[src/rtl/wdg_pkg.sv]
package wdg_pkg;

    typedef enum logic [1:0] {
        ST_OFF   = 2'd0,
        ST_WATCH = 2'd1,
        ST_WARN  = 2'd2,
        ST_BITE  = 2'd3
    } wd_state_e;

    localparam int unsigned A_KICK    = 'h000;
    localparam int unsigned A_CTRL    = 'h000;
    localparam int unsigned A_IVL_LO  = 'h008;
    localparam int unsigned A_IVL_HI  = 'h00C;
    localparam int unsigned A_DL_LO   = 'h010;
    localparam int unsigned A_DL_HI   = 'h014;
    localparam int unsigned A_IDENT   = 'hFCC;

    localparam int unsigned CTRL_EN_BIT   = 0;
    localparam int unsigned CTRL_WARN_BIT = 1;
    localparam int unsigned CTRL_BITE_BIT = 2;

    function automatic int unsigned ivl_width(input int unsigned version);
        return (version >= 1) ? 48 : 32;
    endfunction

endpackage

[src/rtl/wdg_interval.sv]
module wdg_interval #(
    parameter int unsigned VERSION = 1
) (
    input  logic        clk,
    input  logic        core_rst_n,
    input  logic        wr_lo,
    input  logic        wr_hi,
    input  logic [31:0] wdata,
    output logic [63:0] ivl_q,
    output logic [63:0] ivl_next
);
    import wdg_pkg::*;

    localparam int unsigned IVL_W = ivl_width(VERSION);

    logic [31:0] lo_q;
    logic [31:0] lo_d;

    always_comb begin
        lo_d = wr_lo ? wdata : lo_q;
    end

    always_ff @(posedge clk or negedge core_rst_n) begin
        if (!core_rst_n) begin
            lo_q <= '0;
        end else begin
            lo_q <= lo_d;
        end
    end

    generate
        if (IVL_W > 32) begin : g_wide
            localparam int unsigned HI_W = IVL_W - 32;
            logic [HI_W-1:0] hi_q;
            logic [HI_W-1:0] hi_d;

            always_comb begin
                hi_d = wr_hi ? wdata[HI_W-1:0] : hi_q;
            end

            always_ff @(posedge clk or negedge core_rst_n) begin
                if (!core_rst_n) begin
                    hi_q <= '0;
                end else begin
                    hi_q <= hi_d;
                end
            end

            assign ivl_q    = {{(64-IVL_W){1'b0}}, hi_q, lo_q};
            assign ivl_next = {{(64-IVL_W){1'b0}}, hi_d, lo_d};

            a_r9_upper_zero: assert property (@(posedge clk) disable iff (!core_rst_n)
                wr_hi |=> (ivl_q[63:32] == {{(64-IVL_W){1'b0}}, $past(wdata[HI_W-1:0])}));
        end else begin : g_narrow
            assign ivl_q    = {32'd0, lo_q};
            assign ivl_next = {32'd0, lo_d};
        end
    endgenerate

endmodule

[src/rtl/wdg_deadline.sv]
module wdg_deadline (
    input  logic        clk,
    input  logic        core_rst_n,
    input  logic        refresh,
    input  logic        stage_reload,
    input  logic        wr_lo,
    input  logic        wr_hi,
    input  logic [31:0] wdata,
    input  logic [63:0] sys_count,
    input  logic [63:0] ivl_next,
    output logic [63:0] dl_q,
    output logic        expired
);
    logic [31:0] stage_lo_q;
    logic [63:0] dl_d;
    logic [63:0] reload_val;

    always_comb begin
        reload_val = sys_count + ivl_next;
        if (refresh || stage_reload) begin
            dl_d = reload_val;
        end else if (wr_hi) begin
            dl_d = {wdata, stage_lo_q};
        end else begin
            dl_d = dl_q;
        end
    end

    always_ff @(posedge clk or negedge core_rst_n) begin
        if (!core_rst_n) begin
            dl_q       <= '0;
            stage_lo_q <= '0;
        end else begin
            dl_q <= dl_d;
            if (wr_lo) begin
                stage_lo_q <= wdata;
            end
        end
    end

    assign expired = (sys_count >= dl_q);

    a_r10_high_commit: assert property (@(posedge clk) disable iff (!core_rst_n)
        (wr_hi && !refresh && !stage_reload) |=> (dl_q[63:32] == $past(wdata)));

endmodule

[src/rtl/wdg_stage_fsm.sv]
module wdg_stage_fsm (
    input  logic clk,
    input  logic por_n,
    input  logic core_rst_n,
    input  logic refresh,
    input  logic en_next,
    input  logic expired,
    output logic ws0,
    output logic ws1,
    output logic stage_reload
);
    import wdg_pkg::*;

    wd_state_e state_q;
    wd_state_e state_d;
    logic      bite_q;

    always_comb begin
        state_d = state_q;
        unique case (state_q)
            ST_OFF: begin
                if (refresh && en_next) state_d = ST_WATCH;
            end
            ST_WATCH: begin
                if (refresh)      state_d = en_next ? ST_WATCH : ST_OFF;
                else if (expired) state_d = ST_WARN;
            end
            ST_WARN: begin
                if (refresh)      state_d = en_next ? ST_WATCH : ST_OFF;
                else if (expired) state_d = ST_BITE;
            end
            ST_BITE: begin
                if (refresh)      state_d = en_next ? ST_WATCH : ST_OFF;
            end
            default: state_d = ST_OFF;
        endcase
    end

    always_ff @(posedge clk or negedge core_rst_n) begin
        if (!core_rst_n) begin
            state_q <= ST_OFF;
        end else begin
            state_q <= state_d;
        end
    end

    // Bite flag lives on the power-on domain only.
    always_ff @(posedge clk or negedge por_n) begin
        if (!por_n) begin
            bite_q <= 1'b0;
        end else if (core_rst_n) begin
            if (refresh) begin
                bite_q <= 1'b0;
            end else if (state_q == ST_WARN && expired) begin
                bite_q <= 1'b1;
            end
        end
    end

    always_comb begin
        ws0          = (state_q == ST_WARN) || (state_q == ST_BITE);
        ws1          = bite_q;
        stage_reload = (state_q == ST_WATCH) && expired && !refresh;
    end

    a_r5_bite_after_warn: assert property (@(posedge clk) disable iff (!por_n || !core_rst_n)
        $rose(ws1) |-> $past(ws0));

    a_r2_refresh_clears: assert property (@(posedge clk) disable iff (!por_n || !core_rst_n)
        refresh |=> (!ws0 && !ws1));

endmodule

[src/rtl/wdg_two_stage.sv]
module wdg_two_stage #(
    parameter int unsigned VERSION   = 1,
    parameter int unsigned IMPL_CODE = 'h0A5,
    parameter int unsigned ADDR_W    = 12
) (
    input  logic              clk,
    input  logic              por_n,
    input  logic              sys_rst_n,
    input  logic [63:0]       sys_count,
    input  logic              rf_wr,
    input  logic [ADDR_W-1:0] rf_addr,
    input  logic [31:0]       rf_wdata,
    output logic [31:0]       rf_rdata,
    input  logic              cf_wr,
    input  logic [ADDR_W-1:0] cf_addr,
    input  logic [31:0]       cf_wdata,
    output logic [31:0]       cf_rdata,
    output logic              wd_irq,
    output logic              wd_reset_req
);
    import wdg_pkg::*;

    localparam int unsigned IVL_W    = ivl_width(VERSION);
    localparam logic [31:0] IDENT_WD = {12'd0, 4'(VERSION), 4'd0, 12'(IMPL_CODE)};

    logic        core_rst_n;
    logic        en_q;
    logic        en_next;
    logic        kick_wr;
    logic        ctrl_wr;
    logic        ivl_lo_wr;
    logic        ivl_hi_wr;
    logic        dl_lo_wr;
    logic        dl_hi_wr;
    logic        refresh;
    logic [63:0] ivl_q;
    logic [63:0] ivl_next;
    logic [63:0] dl_q;
    logic        expired;
    logic        ws0;
    logic        ws1;
    logic        stage_reload;
    logic        rf_unused;

    assign core_rst_n = por_n & sys_rst_n;
    assign rf_unused  = ^rf_wdata;

    always_comb begin
        kick_wr   = rf_wr && (rf_addr == ADDR_W'(A_KICK));
        ctrl_wr   = cf_wr && (cf_addr == ADDR_W'(A_CTRL));
        ivl_lo_wr = cf_wr && (cf_addr == ADDR_W'(A_IVL_LO));
        ivl_hi_wr = cf_wr && (cf_addr == ADDR_W'(A_IVL_HI)) && (IVL_W > 32);
        dl_lo_wr  = cf_wr && (cf_addr == ADDR_W'(A_DL_LO));
        dl_hi_wr  = cf_wr && (cf_addr == ADDR_W'(A_DL_HI));
        refresh   = kick_wr || ctrl_wr || ivl_lo_wr || ivl_hi_wr;
        en_next   = ctrl_wr ? cf_wdata[CTRL_EN_BIT] : en_q;
    end

    always_ff @(posedge clk or negedge core_rst_n) begin
        if (!core_rst_n) begin
            en_q <= 1'b0;
        end else begin
            en_q <= en_next;
        end
    end

    wdg_interval #(.VERSION(VERSION)) u_ivl (
        .clk        (clk),
        .core_rst_n (core_rst_n),
        .wr_lo      (ivl_lo_wr),
        .wr_hi      (ivl_hi_wr),
        .wdata      (cf_wdata),
        .ivl_q      (ivl_q),
        .ivl_next   (ivl_next)
    );

    wdg_deadline u_dl (
        .clk          (clk),
        .core_rst_n   (core_rst_n),
        .refresh      (refresh),
        .stage_reload (stage_reload),
        .wr_lo        (dl_lo_wr),
        .wr_hi        (dl_hi_wr),
        .wdata        (cf_wdata),
        .sys_count    (sys_count),
        .ivl_next     (ivl_next),
        .dl_q         (dl_q),
        .expired      (expired)
    );

    wdg_stage_fsm u_fsm (
        .clk          (clk),
        .por_n        (por_n),
        .core_rst_n   (core_rst_n),
        .refresh      (refresh),
        .en_next      (en_next),
        .expired      (expired),
        .ws0          (ws0),
        .ws1          (ws1),
        .stage_reload (stage_reload)
    );

    // Read paths, one per window.
    always_comb begin
        rf_rdata = 32'd0;
        if (rf_addr == ADDR_W'(A_IDENT)) rf_rdata = IDENT_WD;
    end

    always_comb begin
        cf_rdata = 32'd0;
        unique case (cf_addr)
            ADDR_W'(A_CTRL): begin
                cf_rdata[CTRL_EN_BIT]   = en_q;
                cf_rdata[CTRL_WARN_BIT] = ws0;
                cf_rdata[CTRL_BITE_BIT] = ws1;
            end
            ADDR_W'(A_IVL_LO): cf_rdata = ivl_q[31:0];
            ADDR_W'(A_IVL_HI): cf_rdata = ivl_q[63:32];
            ADDR_W'(A_DL_LO):  cf_rdata = dl_q[31:0];
            ADDR_W'(A_DL_HI):  cf_rdata = dl_q[63:32];
            ADDR_W'(A_IDENT):  cf_rdata = IDENT_WD;
            default:           cf_rdata = 32'd0;
        endcase
    end

    always_comb begin
        wd_irq       = ws0;
        wd_reset_req = ws1;
    end

    a_r4_warn_reload: assert property (@(posedge clk) disable iff (!core_rst_n)
        $rose(ws0) |-> (dl_q == $past(sys_count) + $past(ivl_next)));

    a_r6_disabled_quiet: assert property (@(posedge clk) disable iff (!core_rst_n)
        !en_q |=> !$rose(ws0));

    a_r11_refresh_wins: assert property (@(posedge clk) disable iff (!core_rst_n)
        (refresh && expired) |=> !ws0);

endmodule

[config.mk]
export PLATFORM = sky130hd
export DESIGN_NAME = wdg_two_stage
export DESIGN_NICKNAME = d
export VERILOG_FILES = /design/src/rtl/wdg_pkg.sv /design/src/rtl/wdg_interval.sv /design/src/rtl/wdg_deadline.sv /design/src/rtl/wdg_stage_fsm.sv /design/src/rtl/wdg_two_stage.sv
export SDC_FILE = /design/constraint.sdc
export NUM_CORES = 1
export LEC_CHECK = 0
export BUFFER_PORTS_ARGS = -buffer_cell sky130_fd_sc_hd__buf_2
export CAP_MARGIN = 15
export CORE_ASPECT_RATIO = 0.8
export CORE_MARGIN = 1
export CORE_UTILIZATION = 45
export DETAILED_ROUTE_END_ITERATION = 7
export PLACE_DENSITY_LB_ADDON = 0.15
export SLEW_MARGIN = 5
export SYNTH_ARGS = -nofsm -noshare
export SYNTH_HDL_FRONTEND = slang
export SYNTH_SLANG_ARGS = --single-unit
export TNS_END_PERCENT = 30
[constraint.sdc]
create_clock -name clk -period 6.6 [get_ports clk]
set_input_delay 0.99 -clock clk [delete_from_list [all_inputs] [get_ports clk]]
set_output_delay 0.99 -clock clk [all_outputs]
set_load 0.03 [all_outputs]
==> Implementation_results.wiki, run 1 <==
{| class="wikitable"
! Metric !! Value
|-
| Remaining number of nets flagged by the antenna check after routing || 0
|-
| Number of instances in the synthesized netlist || 1332
|-
| Number of placed I/O pins || 223
|-
| Input/output buffers || 163
|-
| Total clock buffers created by CTS || 17
|-
| Min-Delay Path Class || input pin to asynchronous set/reset pin
|-
| Summed negative setup slack over all endpoints || 0 ns
|-
| Clock skew after layout || 0.0136 ns
|-
| FF-to-FF setup slack || 2.13 ns
|-
| Worst-Margin Slew || 1.17 ns
|-
| Total Die Area || 0.0274 sq mm
|-
| Row count || 53
|-
| Multi-input gate area || 0.00762 sq mm
|-
| Critical path data required time || 6.92 ns
|-
| Via count of the first global-routing pass || 10200
|-
| Synth cell count leaders || 148 x sky130_fd_sc_hd__dfrtp_1, 118 x sky130_fd_sc_hd__ha_1, 104 x sky130_fd_sc_hd__nand2_1
|-
| Sink count of the clock tree || 148
|-
| Setup Fix Bufs, Post-CTS || 0
|-
| Main flop type after synthesis || sky130_fd_sc_hd__dfrtp_1
|-
| Total number of vias || 10600
|-
| Mapped Avg Cell Area || 9.04 sq um
|-
| Number of failing setup endpoints in the final timing report || 0
|-
| Timing-limited maximum frequency || 0.170 GHz
|-
| Antenna violations before repair || 1
|-
| Power per cell area || 252 mW/mm^2
|-
| Clk root buf || sky130_fd_sc_hd__clkbuf_16
|-
| Register area || 0.00370 sq mm
|-
| Post-Syn Area || 0.0120 sq mm
|-
| Via density || 5.78
|-
| Area growth from synthesis to layout || 13.2%
|-
| Final standard cell count with taps included and fillers excluded || 1829
|-
| Part of the Yosys area used for sequential elements || 30.8%
|-
| Die X || 185 um
|-
| Detailed router's first-iteration violation count || 734
|-
| Unrepaired setup endpoints after global routing || false
|-
| Total of fill cells in the finished design || 2510
|-
| Grt ovf || 0
|-
| CP startpoint kind || input pin
|-
| Number of enable flip-flop cells after synthesis || 0
|-
| Resized cells post-CTS || 0
|-
| DR WL/cell || 20.3 um
|-
| Total track usage || 27.4%
|-
| Final weighted congestion in routability-driven placement || 0.927
|-
| Pin count of the biggest net entering global routing || 77
|-
| Share of final-layout standard cells stronger than drive strength 1 || 21.4%
|-
| Maximum vdd drop || 164 uV
|-
| Top cell type's share of synthesized area || 30.8%
|-
| Number of register bits inferred by synthesis || 148
|-
| Number of diodes || 0
|-
| Leakage power figure || 6.78 nW
|-
| Final slew viol count || 0
|-
| Cell variety after synth || 70
|-
| Hold-fix buffers, CTS || 0
|-
| DRC violation count after routing || 0
|-
| Initial Util || 45.9%
|-
| Clock latency on the worst-skew pair || 0.44 ns
|-
| Number of failing hold endpoints at the final stage || 0
|-
| Period utilisation layout || 89.0%
|-
| Tightest slew margin relative to the limit || 21.7%
|-
| Largest fanout of any net on the critical path || 18
|-
| Worst Path Arrival || 6.19 ns
|-
| Global-route wire length before repair || 56.9 mm
|-
| CTS tree || done
|-
| Post-synthesis async set-or-reset flop share || 100%
|-
| Classification of the worst setup path || input pin to flop
|-
| Count of nets after finishing || 1735
|-
| Dominant cell by count in the synthesized netlist || sky130_fd_sc_hd__dfrtp_1
|-
| Post-detailed-placement half-perimeter wirelength || 27.5 mm
|-
| Die height || 148 um
|-
| Detailed Routing Iterations Pass 1 || 5
|-
| Run status || finished, final reports clean
|-
| Max clock buf depth || 2
|-
| End-of-flow core utilization || 51.9%
|-
| CP Capture Type || flop
|-
| Yosys Warn Count || 0
|-
| Sum of routed wire length over all layers || 37.1 mm
|-
| # Max-Cap Violations || 0
|-
| Area inside the core boundary || 0.0263 sq mm
|-
| Clk pin slew, worst setup/hold paths || 0.07 ns
|-
| Yosys top cell by area || sky130_fd_sc_hd__dfrtp_1
|-
| Post-layout minimum cycle time || 5.88 ns
|-
| H-tree level count || 4
|-
| Placed Cells || 1797
|-
| Synth top area cells || sky130_fd_sc_hd__dfrtp_1 31%, sky130_fd_sc_hd__ha_1 12%, sky130_fd_sc_hd__mux2_2 7.8%
|}
## cells by family (layout without fill, tap and decap cells)
group                      Yosys count  in the layout  share of synthesized area (%)
other                                1             27                         0.0311
DFF                                148            148                           30.8
xor gates and xnor gates            41             41                           2.98
and+or+nand+nor                    325            325                           13.2
buffers and inverters              184            298                           6.95
AOI/OAI and AO/OA                  350            350                           19.1
adders and majority gates          119            119                           12.4
muxes                              164            164                           14.5
## placed cells by master, fill, tap and decap left out, drive strengths merged, types with 34 or more instances in the layout
cell,synthesis,layout
buf,53,175
dfrtp,148,148
ha,118,118
nand2,104,104
a21oi,93,93
inv,91,92
o21ai,86,86
mux2,83,83
mux2i,81,81
nor2,73,73
a21o,37,37
nand4,34,34
## worst max-delay path: stages
cell	delay, ns
sky130_fd_sc_hd__buf_2	0.10
sky130_fd_sc_hd__nor4_1	0.37
sky130_fd_sc_hd__nand2_1	0.13
sky130_fd_sc_hd__nor4_1	0.33
sky130_fd_sc_hd__and2_1	0.21
sky130_fd_sc_hd__nand2_1	0.07
sky130_fd_sc_hd__buf_4	0.23
sky130_fd_sc_hd__mux2_2	0.27
sky130_fd_sc_hd__ha_1	0.18
sky130_fd_sc_hd__inv_1	0.07
sky130_fd_sc_hd__fa_1	0.38
sky130_fd_sc_hd__nand2b_1	0.21
sky130_fd_sc_hd__a21oi_1	0.36
sky130_fd_sc_hd__o21ai_0	0.35
sky130_fd_sc_hd__o211a_1	0.29
sky130_fd_sc_hd__o211ai_1	0.52
sky130_fd_sc_hd__a21oi_1	0.24
sky130_fd_sc_hd__o21ai_2	0.18
sky130_fd_sc_hd__buf_4	0.28
sky130_fd_sc_hd__a31oi_1	0.12
sky130_fd_sc_hd__o31a_1	0.28
## layer usage
layer  vias to the layer above  global-route usage, %  part of all wire [%]
li1                       5088                      -                     -
met1                      5096                   41.1                    50
met2                       356                   40.4                    42
met3                        29                   5.09                   6.5
met4                         2                   5.87                   1.0
met5                         -                      0                 0.035
## where the power goes
| group | internal, mW | switching (mW) |
|---|---|---|
| logic | 0.476 | 0.639 |
| clock network | 0.616 | 0.428 |
| registers | 1.10 | 0.168 |
| total | 2.20 | 1.24 |
## layout make-up
type / count / share of cell area [%]
Sequential cell: 148 / 27.2
Multi-Input combinational cell: 1026 / 55.9
Clock inverter: 12 / 1.13
Timing Repair Buffer: 175 / 6.65
Clock buffer: 20 / 3.35
Inverter: 91 / 2.51
Tap cell: 357 / 3.28
## stage by stage
stage | setup WS, ns | area [sq um] | hold slack [ns] | power, mW
finish | 0.724 | 13600 | 0.336 | 3.43
global route | 0.433 | 13600 | 0.320 | 3.67
global placement | 0.561 | 13000 | 0.489 | 2.36
detailed placement | 0.454 | 13000 | 0.496 | 2.39
CTS | 0.875 | 13600 | 0.319 | 3.44
floorplan | 0.868 | 12100 | 0.480 | 2.04
## flip-flops by register name, summed over array words and instances, names as in the netlist
signal / flops
u_ivl.lo_q: 32
u_dl.stage_lo_q: 32
en_q: 1
u_dl.dl_q: 64
u_ivl.g_wide.hi_q: 16
u_fsm.state_q: 2
u_fsm.ws1: 1
## final timing paths
kind / from / endpoint / cells after the start
max: cf_addr[7] / u_dl.dl_q[58]$_DFFE_PN0P_ / 21
min: por_n / u_fsm.ws1$_DFFE_PN0P_ / 1
max reg2reg: u_dl.dl_q[1]$_DFFE_PN0P_ / u_dl.dl_q[46]$_DFFE_PN0P_ / 12
min reg2reg: u_dl.stage_lo_q[21]$_DFFE_PN0P_ / u_dl.stage_lo_q[21]$_DFFE_PN0P_ / 1
max in group asynchronous: por_n / u_dl.dl_q[17]$_DFFE_PN0P_ / 3
min in group clk: u_dl.stage_lo_q[21]$_DFFE_PN0P_ / u_dl.stage_lo_q[21]$_DFFE_PN0P_ / 1
Power figures use the tool's default switching activity.
==> run 2, diff against run 1 <==
CORE_UTILIZATION = 54   (was 45)
==> run 2 against run 1 <==
Count of clock-buffer cells in the layout unchanged. Via count increased by 2.6%. Routed wire length decreased by 2.7%. Register-to-register slack better by 0.14 ns. Worst hold slack worse by 0.0080 ns. Sequential power about the same. Cell area grew 0.12%. Combinational power about the same. First-iteration DRC count grew 35%. Critical endpoint is now u_dl.dl_q[44]$_DFFE_PN0P_. Non-clock buffer count up 2. Sequential share of layout area about the same. Total power increased by 3.2%.
==> Implementation_results.wiki, run 2 (same netlist as run 1, synthesis figures left out) <==
{| class="wikitable"
! Metric !! Value
|-
| Run status || finished, final reports clean (unchanged)
|-
| Timing-limited maximum frequency || 0.174 GHz (was 0.170 GHz)
|-
| Biggest regs || u_dl.dl_q: 64 flops, u_dl.stage_lo_q: 32 flops, u_ivl.lo_q: 32 flops (unchanged)
|-
| Maximum vdd drop || 144 uV (was 164 uV)
|-
| Largest fanout of any net on the critical path || 18 (unchanged)
|-
| Setup Fix Bufs, Post-CTS || 0 (unchanged)
|-
| Detailed router's first-iteration violation count || 991 (was 734)
|-
| Row count || 48 (was 53)
|-
| Total of fill cells in the finished design || 1903 (was 2510)
|-
| Cell family with most CP delay || compound AO/OA/AOI/OAI gates (unchanged)
|-
| Pin count of the biggest net entering global routing || 74 (was 77)
|-
| End-of-flow core utilization || 62.8% (was 51.9%)
|-
| Area growth from synthesis to layout || 13.3% (was 13.2%)
|-
| Setup slack after placement || 0.587 ns (was 0.454 ns)
|-
| Register area || 0.00370 sq mm (unchanged)
|-
| Min-Delay Path Class || input pin to asynchronous set/reset pin (unchanged)
|-
| Input/output buffers || 163 (unchanged)
|-
| Worst-path cell chain || buf_2 > nor4_1 > nand2_1 > nor4_1 > and2_1 > nand2_1 > buf_4 > mux2_2 > ha_1 > inv_1 > fa_1 > nand2b_1 > a21oi_1 > o21ai_0 > o211a_1 > o211ai_1 > a21oi_1 > o21ai_1 > mux2i_1 > a41o_1 (was buf_2 > nor4_1 > nand2_1 > nor4_1 > and2_1 > nand2_1 > buf_4 > mux2_2 > ha_1 > inv_1 > fa_1 > nand2b_1 > a21oi_1 > o21ai_0 > o211a_1 > o211ai_1 > a21oi_1 > o21ai_2 > buf_4 > a31oi_1 > o31a_1)
|-
| Post-route worst setup slack || 0.842 ns (was 0.724 ns)
|-
| Worst-Margin Slew || 1.18 ns (was 1.17 ns)
|-
| FF-to-FF setup slack || 2.27 ns (was 2.13 ns)
|-
| Final standard cell count with taps included and fillers excluded || 1774 (was 1829)
|-
| CP Capture Type || flop (unchanged)
|-
| Summed negative setup slack over all endpoints || 0 ns (unchanged)
|-
| WHS || 0.328 ns (was 0.336 ns)
|-
| CP startpoint kind || input pin (unchanged)
|-
| Combinational fraction of design power || 31.9% (was 32.5%)
|-
| Worst Setup SP || cf_addr[7] (unchanged)
|-
| Worst Path Arrival || 6.08 ns (was 6.19 ns)
|-
| Leading cell types in the layout, fill and taps excluded || 163 x sky130_fd_sc_hd__buf_2, 148 x sky130_fd_sc_hd__dfrtp_1, 118 x sky130_fd_sc_hd__ha_1, 104 x sky130_fd_sc_hd__nand2_1, 91 x sky130_fd_sc_hd__a21oi_1 (unchanged)
|-
| Clk pin slew, worst setup/hold paths || 0.06 ns (was 0.07 ns)
|-
| Tightest slew margin relative to the limit || 21.3% (was 21.7%)
|-
| Post-layout minimum cycle time || 5.76 ns (was 5.88 ns)
|-
| Area inside the core boundary || 0.0217 sq mm (was 0.0263 sq mm)
|-
| Most common cell after layout, fill and taps aside || sky130_fd_sc_hd__buf_2 (unchanged)
|-
| Leakage power figure || 6.82 nW (was 6.78 nW)
|-
| Hold-fix buffers, CTS || 0 (unchanged)
|-
| Grt ovf || 0 (unchanged)
|-
| Register share of total power || 36.0% (was 37.1%)
|-
| Power per cell area || 259 mW/mm^2 (was 252 mW/mm^2)
|-
| Post-detailed-placement half-perimeter wirelength || 26.7 mm (was 27.5 mm)
|-
| Total Die Area || 0.0229 sq mm (was 0.0274 sq mm)
|-
| Resized cells post-CTS || 0 (unchanged)
|-
| Antenna violations before repair || 0 (was 1)
|-
| Max clock buf depth || 2 (unchanged)
|-
| Number of placed I/O pins || 223 (unchanged)
|-
| Cell area reported after detailed placement || 0.0130 sq mm (about the same)
|-
| Classification of the worst setup path || input pin to flop (unchanged)
|-
| Final slew viol count || 0 (unchanged)
|-
| Clk pwr share || 32.1% (was 30.4%)
|-
| Number of diodes || 0 (unchanged)
|-
| Via density || 6.11 (was 5.78)
|-
| Max stage delay cell, worst path || sky130_fd_sc_hd__o21ai_1 (was sky130_fd_sc_hd__o211ai_1)
|-
| Final weighted congestion in routability-driven placement || 0.922 (was 0.927)
|-
| Sum of routed wire length over all layers || 36.1 mm (was 37.1 mm)
|-
| Clock latency on the worst-skew pair || 0.44 ns (about the same)
|-
| Count of nets after finishing || 1737 (was 1735)
|-
| DRC violation count after routing || 0 (unchanged)
|-
| Via count of the first global-routing pass || 10200 (about the same)
|-
| Die X || 169 um (was 185 um)
|-
| Register ranked first by flip-flop count || u_dl.dl_q (unchanged)
|-
| Multi-input gate area || 0.00762 sq mm (unchanged)
|-
| Total clock buffers created by CTS || 17 (unchanged)
|-
| Initial Util || 55.4% (was 45.9%)
|-
| Total track usage || 32.1% (was 27.4%)
|-
| # Max-Cap Violations || 0 (unchanged)
|-
| DR WL/cell || 20.3 um (about the same)
|-
| Unrepaired setup endpoints after global routing || false (unchanged)
|-
| Critical path data required time || 6.92 ns (about the same)
|-
| Startpoint of the worst-slack reg-to-reg timing path || u_dl.dl_q[1]$_DFFE_PN0P_ (unchanged)
|-
| Total power of the final layout || 3.54 mW (was 3.43 mW)
|-
| CTS tree || done (unchanged)
|-
| Post-route cell area || 0.0136 sq mm (about the same)
|-
| Remaining number of nets flagged by the antenna check after routing || 0 (unchanged)
|-
| Switching power || 1.24 mW (about the same)
|-
| Share of final-layout standard cells stronger than drive strength 1 || 21.4% (about the same)
|-
| Die height || 136 um (was 148 um)
|-
| Cell internal power dissipation || 2.30 mW (was 2.20 mW)
|-
| Clk root buf || sky130_fd_sc_hd__clkbuf_16 (unchanged)
|-
| Sink count of the clock tree || 148 (unchanged)
|-
| Number of failing setup endpoints in the final timing report || 0 (unchanged)
|-
| Critical path's largest stage delay || 0.44 ns (was 0.52 ns)
|-
| Global-route wire length before repair || 56.3 mm (was 56.9 mm)
|-
| Placed Cells || 1741 (was 1797)
|-
| Switching part of the total power || 35.2% (was 36.0%)
|-
| Total number of vias || 10800 (was 10600)
|-
| Number of failing hold endpoints at the final stage || 0 (unchanged)
|-
| Detailed Routing Iterations Pass 1 || 5 (unchanged)
|-
| Period utilisation layout || 87.2% (was 89.0%)
|-
| Sum of buffers and inverters on the critical path || 3 (was 4)
|-
| H-tree level count || 4 (unchanged)
|-
| Flip-flop count of the largest register after layout || 64 (unchanged)
|-
| Clock skew after layout || 0.0128 ns (was 0.0136 ns)
|}
-- run 2: path summary, 6_finish.rpt --
| check | depth (start not counted) | end |
|---|---|---|
| max | 20 | u_dl.dl_q[44]$_DFFE_PN0P_ |
| min | 1 | u_fsm.ws1$_DFFE_PN0P_ |
| max reg2reg | 12 | u_dl.dl_q[46]$_DFFE_PN0P_ |
| min reg2reg | 1 | u_dl.stage_lo_q[17]$_DFFE_PN0P_ |
| max in group asynchronous | 3 | u_ivl.lo_q[13]$_DFF_PN0_ |
| min in group clk | 1 | u_dl.stage_lo_q[17]$_DFFE_PN0P_ |
-- run 2: final cells by class --
| cell class | instances | share of cell area (%) |
|---|---|---|
| clock buffers | 20 | 3.20 |
| repair buffers | 177 | 6.89 |
| clock inverters | 12 | 1.66 |
| flip-flops and latches | 148 | 27.1 |
| well taps | 300 | 2.75 |
| multi-input cells | 1026 | 55.9 |
| inverters | 91 | 2.50 |
-- run 2: worst reg2reg max path, stage by stage (launching register included) --
cell and delay [ns]:
sky130_fd_sc_hd__dfrtp_1 0.38, sky130_fd_sc_hd__inv_1 0.08, sky130_fd_sc_hd__ha_1 0.27, sky130_fd_sc_hd__o21ai_0 0.08, sky130_fd_sc_hd__o21a_1 0.21, sky130_fd_sc_hd__o21ai_0 0.69, sky130_fd_sc_hd__a211oi_1 0.36, sky130_fd_sc_hd__o221ai_1 0.41
sky130_fd_sc_hd__o31a_1 0.32, sky130_fd_sc_hd__a31o_4 0.57, sky130_fd_sc_hd__buf_4 0.52, sky130_fd_sc_hd__nor2_1 0.11, sky130_fd_sc_hd__a31o_2 0.23
-- run 2: layer usage --
metal / track usage [%] / part of all wire, % / wire length (um)
met2: 49.0 / 43 / 15500
met5: 0 / 0 / 0
met1: 46.4 / 48 / 17200
met3: 5.96 / 7.8 / 2820
met4: 8.43 / 1.6 / 587
-- run 2: power by group through the flow --
stage	clock network (mW)	registers, mW	logic, mW
after floorplan	0	1.22	0.823
after global placement	0	1.28	1.06
after detailed placement	0	1.29	1.10
after CTS	1.15	1.27	1.12
after global routing	1.18	1.30	1.28
final	1.14	1.28	1.13
==> run 3, diff against run 2 <==
REMOVE_ABC_BUFFERS = 1   (was unset)
==> run 3 against run 2 <==
Cell area fell by 0.49%. Register-to-register slack improved by 0.15 ns. Count of clock-buffer cells in the layout up 2. Non-clock buffer count down 1. Via count decreased by 0.57%. Routed wire length fell by 3.6%. Largest power group unchanged. Clock power shrank 11%. Fmax rose by 2.6%. Largest cell class unchanged. Critical path depth increased by 1. First-iteration DRC count down 18%. Sequential power hardly changed.
==> Implementation_results.wiki, run 3 (same netlist as run 1, synthesis figures left out) <==
{| class="wikitable"
! Metric !! Value
|-
| Run status || finished, final reports clean (unchanged)
|-
| Initial Util || 55.4% (unchanged)
|-
| Die X || 169 um (unchanged)
|-
| Most common cell after layout, fill and taps aside || sky130_fd_sc_hd__buf_2 (unchanged)
|-
| Max clock buf depth || 2 (unchanged)
|-
| Tightest slew margin relative to the limit || 27.7% (was 21.3%)
|-
| Via density || 6.08 (was 6.11)
|-
| Max stage delay cell, worst path || sky130_fd_sc_hd__o211ai_1 (was sky130_fd_sc_hd__o21ai_1)
|-
| Cell family with most CP delay || compound AO/OA/AOI/OAI gates (unchanged)
|-
| Biggest regs || u_dl.dl_q: 64 flops, u_dl.stage_lo_q: 32 flops, u_ivl.lo_q: 32 flops (unchanged)
|-
| Final slew viol count || 0 (unchanged)
|-
| Post-detailed-placement half-perimeter wirelength || 25.6 mm (was 26.7 mm)
|-
| # Max-Cap Violations || 0 (unchanged)
|-
| Detailed router's first-iteration violation count || 809 (was 991)
|-
| Power per cell area || 251 mW/mm^2 (was 259 mW/mm^2)
|-
| Resized cells post-CTS || 0 (unchanged)
|-
| Leading cell types in the layout, fill and taps excluded || 163 x sky130_fd_sc_hd__buf_2, 148 x sky130_fd_sc_hd__dfrtp_1, 118 x sky130_fd_sc_hd__ha_1, 104 x sky130_fd_sc_hd__nand2_1, 91 x sky130_fd_sc_hd__a21oi_1 (unchanged)
|-
| Clock latency on the worst-skew pair || 0.44 ns (about the same)
|-
| Antenna violations before repair || 1 (was 0)
|-
| Register ranked first by flip-flop count || u_dl.dl_q (unchanged)
|-
| H-tree level count || 4 (unchanged)
|-
| Worst-path cell chain || buf_2 > nor4_1 > nand2_1 > nor4_1 > and2_1 > nand2_1 > buf_4 > mux2_2 > ha_1 > inv_1 > fa_1 > nand2b_1 > a21oi_1 > o21ai_0 > o211a_1 > o211ai_1 > a21oi_1 > o21ai_2 > buf_4 > a31oi_1 > o31a_1 (was buf_2 > nor4_1 > nand2_1 > nor4_1 > and2_1 > nand2_1 > buf_4 > mux2_2 > ha_1 > inv_1 > fa_1 > nand2b_1 > a21oi_1 > o21ai_0 > o211a_1 > o211ai_1 > a21oi_1 > o21ai_1 > mux2i_1 > a41o_1)
|-
| Number of failing setup endpoints in the final timing report || 0 (unchanged)
|-
| Post-layout minimum cycle time || 5.61 ns (was 5.76 ns)
|-
| Period utilisation layout || 85.1% (was 87.2%)
|-
| Count of nets after finishing || 1736 (was 1737)
|-
| Hold-fix buffers, CTS || 0 (unchanged)
|-
| CP Capture Type || flop (unchanged)
|-
| Leakage power figure || 6.80 nW (was 6.82 nW)
|-
| Input/output buffers || 163 (unchanged)
|-
| Area inside the core boundary || 0.0217 sq mm (unchanged)
|-
| Total Die Area || 0.0229 sq mm (unchanged)
|-
| Die height || 136 um (unchanged)
|-
| Sum of routed wire length over all layers || 34.8 mm (was 36.1 mm)
|-
| CP startpoint kind || input pin (unchanged)
|-
| Critical path data required time || 6.93 ns (was 6.92 ns)
|-
| Global-route wire length before repair || 54.6 mm (was 56.3 mm)
|-
| Summed negative setup slack over all endpoints || 0 ns (unchanged)
|-
| Row count || 48 (unchanged)
|-
| CTS tree || done (unchanged)
|-
| Maximum vdd drop || 166 uV (was 144 uV)
|-
| Clk pin slew, worst setup/hold paths || 0.07 ns (was 0.06 ns)
|-
| Final weighted congestion in routability-driven placement || 0.950 (was 0.922)
|-
| Total track usage || 31.0% (was 32.1%)
|-
| Unrepaired setup endpoints after global routing || false (unchanged)
|-
| Clk root buf || sky130_fd_sc_hd__clkbuf_16 (unchanged)
|-
| Flip-flop count of the largest register after layout || 64 (unchanged)
|-
| Min-Delay Path Class || input pin to asynchronous set/reset pin (unchanged)
|-
| Sink count of the clock tree || 148 (unchanged)
|-
| Largest fanout of any net on the critical path || 15 (was 18)
|-
| DRC violation count after routing || 0 (unchanged)
|-
| DR WL/cell || 19.6 um (was 20.3 um)
|-
| Sum of buffers and inverters on the critical path || 4 (was 3)
|-
| Setup Fix Bufs, Post-CTS || 0 (unchanged)
|-
| Total clock buffers created by CTS || 17 (unchanged)
|-
| Number of placed I/O pins || 223 (unchanged)
|-
| Classification of the worst setup path || input pin to flop (unchanged)
|-
| Clock skew after layout || 0.0126 ns (was 0.0128 ns)
|-
| Via count of the first global-routing pass || 10200 (about the same)
|-
| Timing-limited maximum frequency || 0.178 GHz (was 0.174 GHz)
|-
| Number of failing hold endpoints at the final stage || 0 (unchanged)
|-
| Detailed Routing Iterations Pass 1 || 5 (unchanged)
|-
| Worst Path Arrival || 5.94 ns (was 6.08 ns)
|-
| Area growth from synthesis to layout || 12.8% (was 13.3%)
|-
| Grt ovf || 0 (unchanged)
|-
| Post-route worst setup slack || 0.986 ns (was 0.842 ns)
|-
| Critical path's largest stage delay || 0.44 ns (about the same)
|-
| Pin count of the biggest net entering global routing || 72 (was 74)
|-
| Remaining number of nets flagged by the antenna check after routing || 0 (unchanged)
|-
| Worst-Margin Slew || 1.09 ns (was 1.18 ns)
|-
| Share of final-layout standard cells stronger than drive strength 1 || 21.3% (was 21.4%)
|-
| Total number of vias || 10800 (about the same)
|-
| Setup slack after placement || 0.672 ns (was 0.587 ns)
|}
-- run 3: cell types whose count changed in the layout (fill, tap and decap cells not counted) --
cell | previous run | this run
sky130_fd_sc_hd__clkbuf_8 | 0 | 3
sky130_fd_sc_hd__clkinvlp_4 | 2 | 1
sky130_fd_sc_hd__bufinv_16 | 6 | 3
sky130_fd_sc_hd__buf_4 | 13 | 12
sky130_fd_sc_hd__diode_2 | 0 | 1
sky130_fd_sc_hd__inv_6 | 2 | 1
sky130_fd_sc_hd__clkbuf_1 | 3 | 2
sky130_fd_sc_hd__nor2b_2 | 0 | 1
sky130_fd_sc_hd__clkinv_2 | 1 | 2
sky130_fd_sc_hd__nor2b_1 | 6 | 5
-- run 3: cell type report --
class / count / area (sq um)
timing repair buffer: 176 / 933
inverter: 91 / 342
multi-input combinational: 1026 / 7620
clock inverter: 8 / 125
sequential: 148 / 3700
tap: 300 / 375
antenna: 1 / 2.50
fill: 1912 / 8160
clock buffer: 22 / 474
-- run 3: final timing paths --
check,start,end,slack (ns),cells past startpoint
min reg2reg,u_dl.stage_lo_q[0]$_DFFE_PN0P_,u_dl.stage_lo_q[0]$_DFFE_PN0P_,0.51,1
min,por_n,u_fsm.ws1$_DFFE_PN0P_,0.32,1
max reg2reg,u_dl.dl_q[2]$_DFFE_PN0P_,u_dl.dl_q[51]$_DFFE_PN0P_,2.42,12
min in group clk,u_dl.stage_lo_q[0]$_DFFE_PN0P_,u_dl.stage_lo_q[0]$_DFFE_PN0P_,0.51,1
max in group asynchronous,por_n,u_dl.dl_q[13]$_DFFE_PN0P_,4.34,3
max,cf_addr[7],u_dl.dl_q[58]$_DFFE_PN0P_,0.99,21
-- run 3: report_power, final --
part           total (mW)  switching (mW)  internal (mW)  leakage, nW
clock network        1.02           0.403          0.622        0.292
registers            1.27           0.165           1.10         1.95
logic                1.12           0.641          0.477         4.56
-- run 3: worst register-to-register path: cells and delay by family, from the launching register on --
family / cells / cell delay (ns)
buf+inv: 2 / 0.53
compound gates: 9 / 2.90
flops: 1 / 0.39
fa+ha+maj: 1 / 0.26
-- run 3: layer usage --
| layer | vias to the layer above | track usage, % | part of all wire [%] | routed length, um |
|---|---|---|---|---|
| met1 | 5262 | 44.0 | 48 | 16700 |
| li1 | 5079 | - | - | - |
| met5 | - | 0 | 0 | 0 |
| met3 | 43 | 5.84 | 6.8 | 2370 |
| met4 | 0 | 8.99 | 1.7 | 580 |
| met2 | 396 | 47.8 | 44 | 15100 |
-- run 3: through the flow --
step           hold slack, ns  area [sq um]  power (mW)  cells  utilization [%]
2_1_floorplan           0.481         11600        2.02   1265                -
3_3_place_gp            0.488         13000        2.34   1740             59.6
3_5_place_dp            0.499         13000        2.38   1740             59.6
4_1_cts                 0.320         13600        3.41   1770             62.3
5_1_grt                 0.313         13600        3.64   1772             62.5
6_report                0.325         13600        3.41   1772             62.5
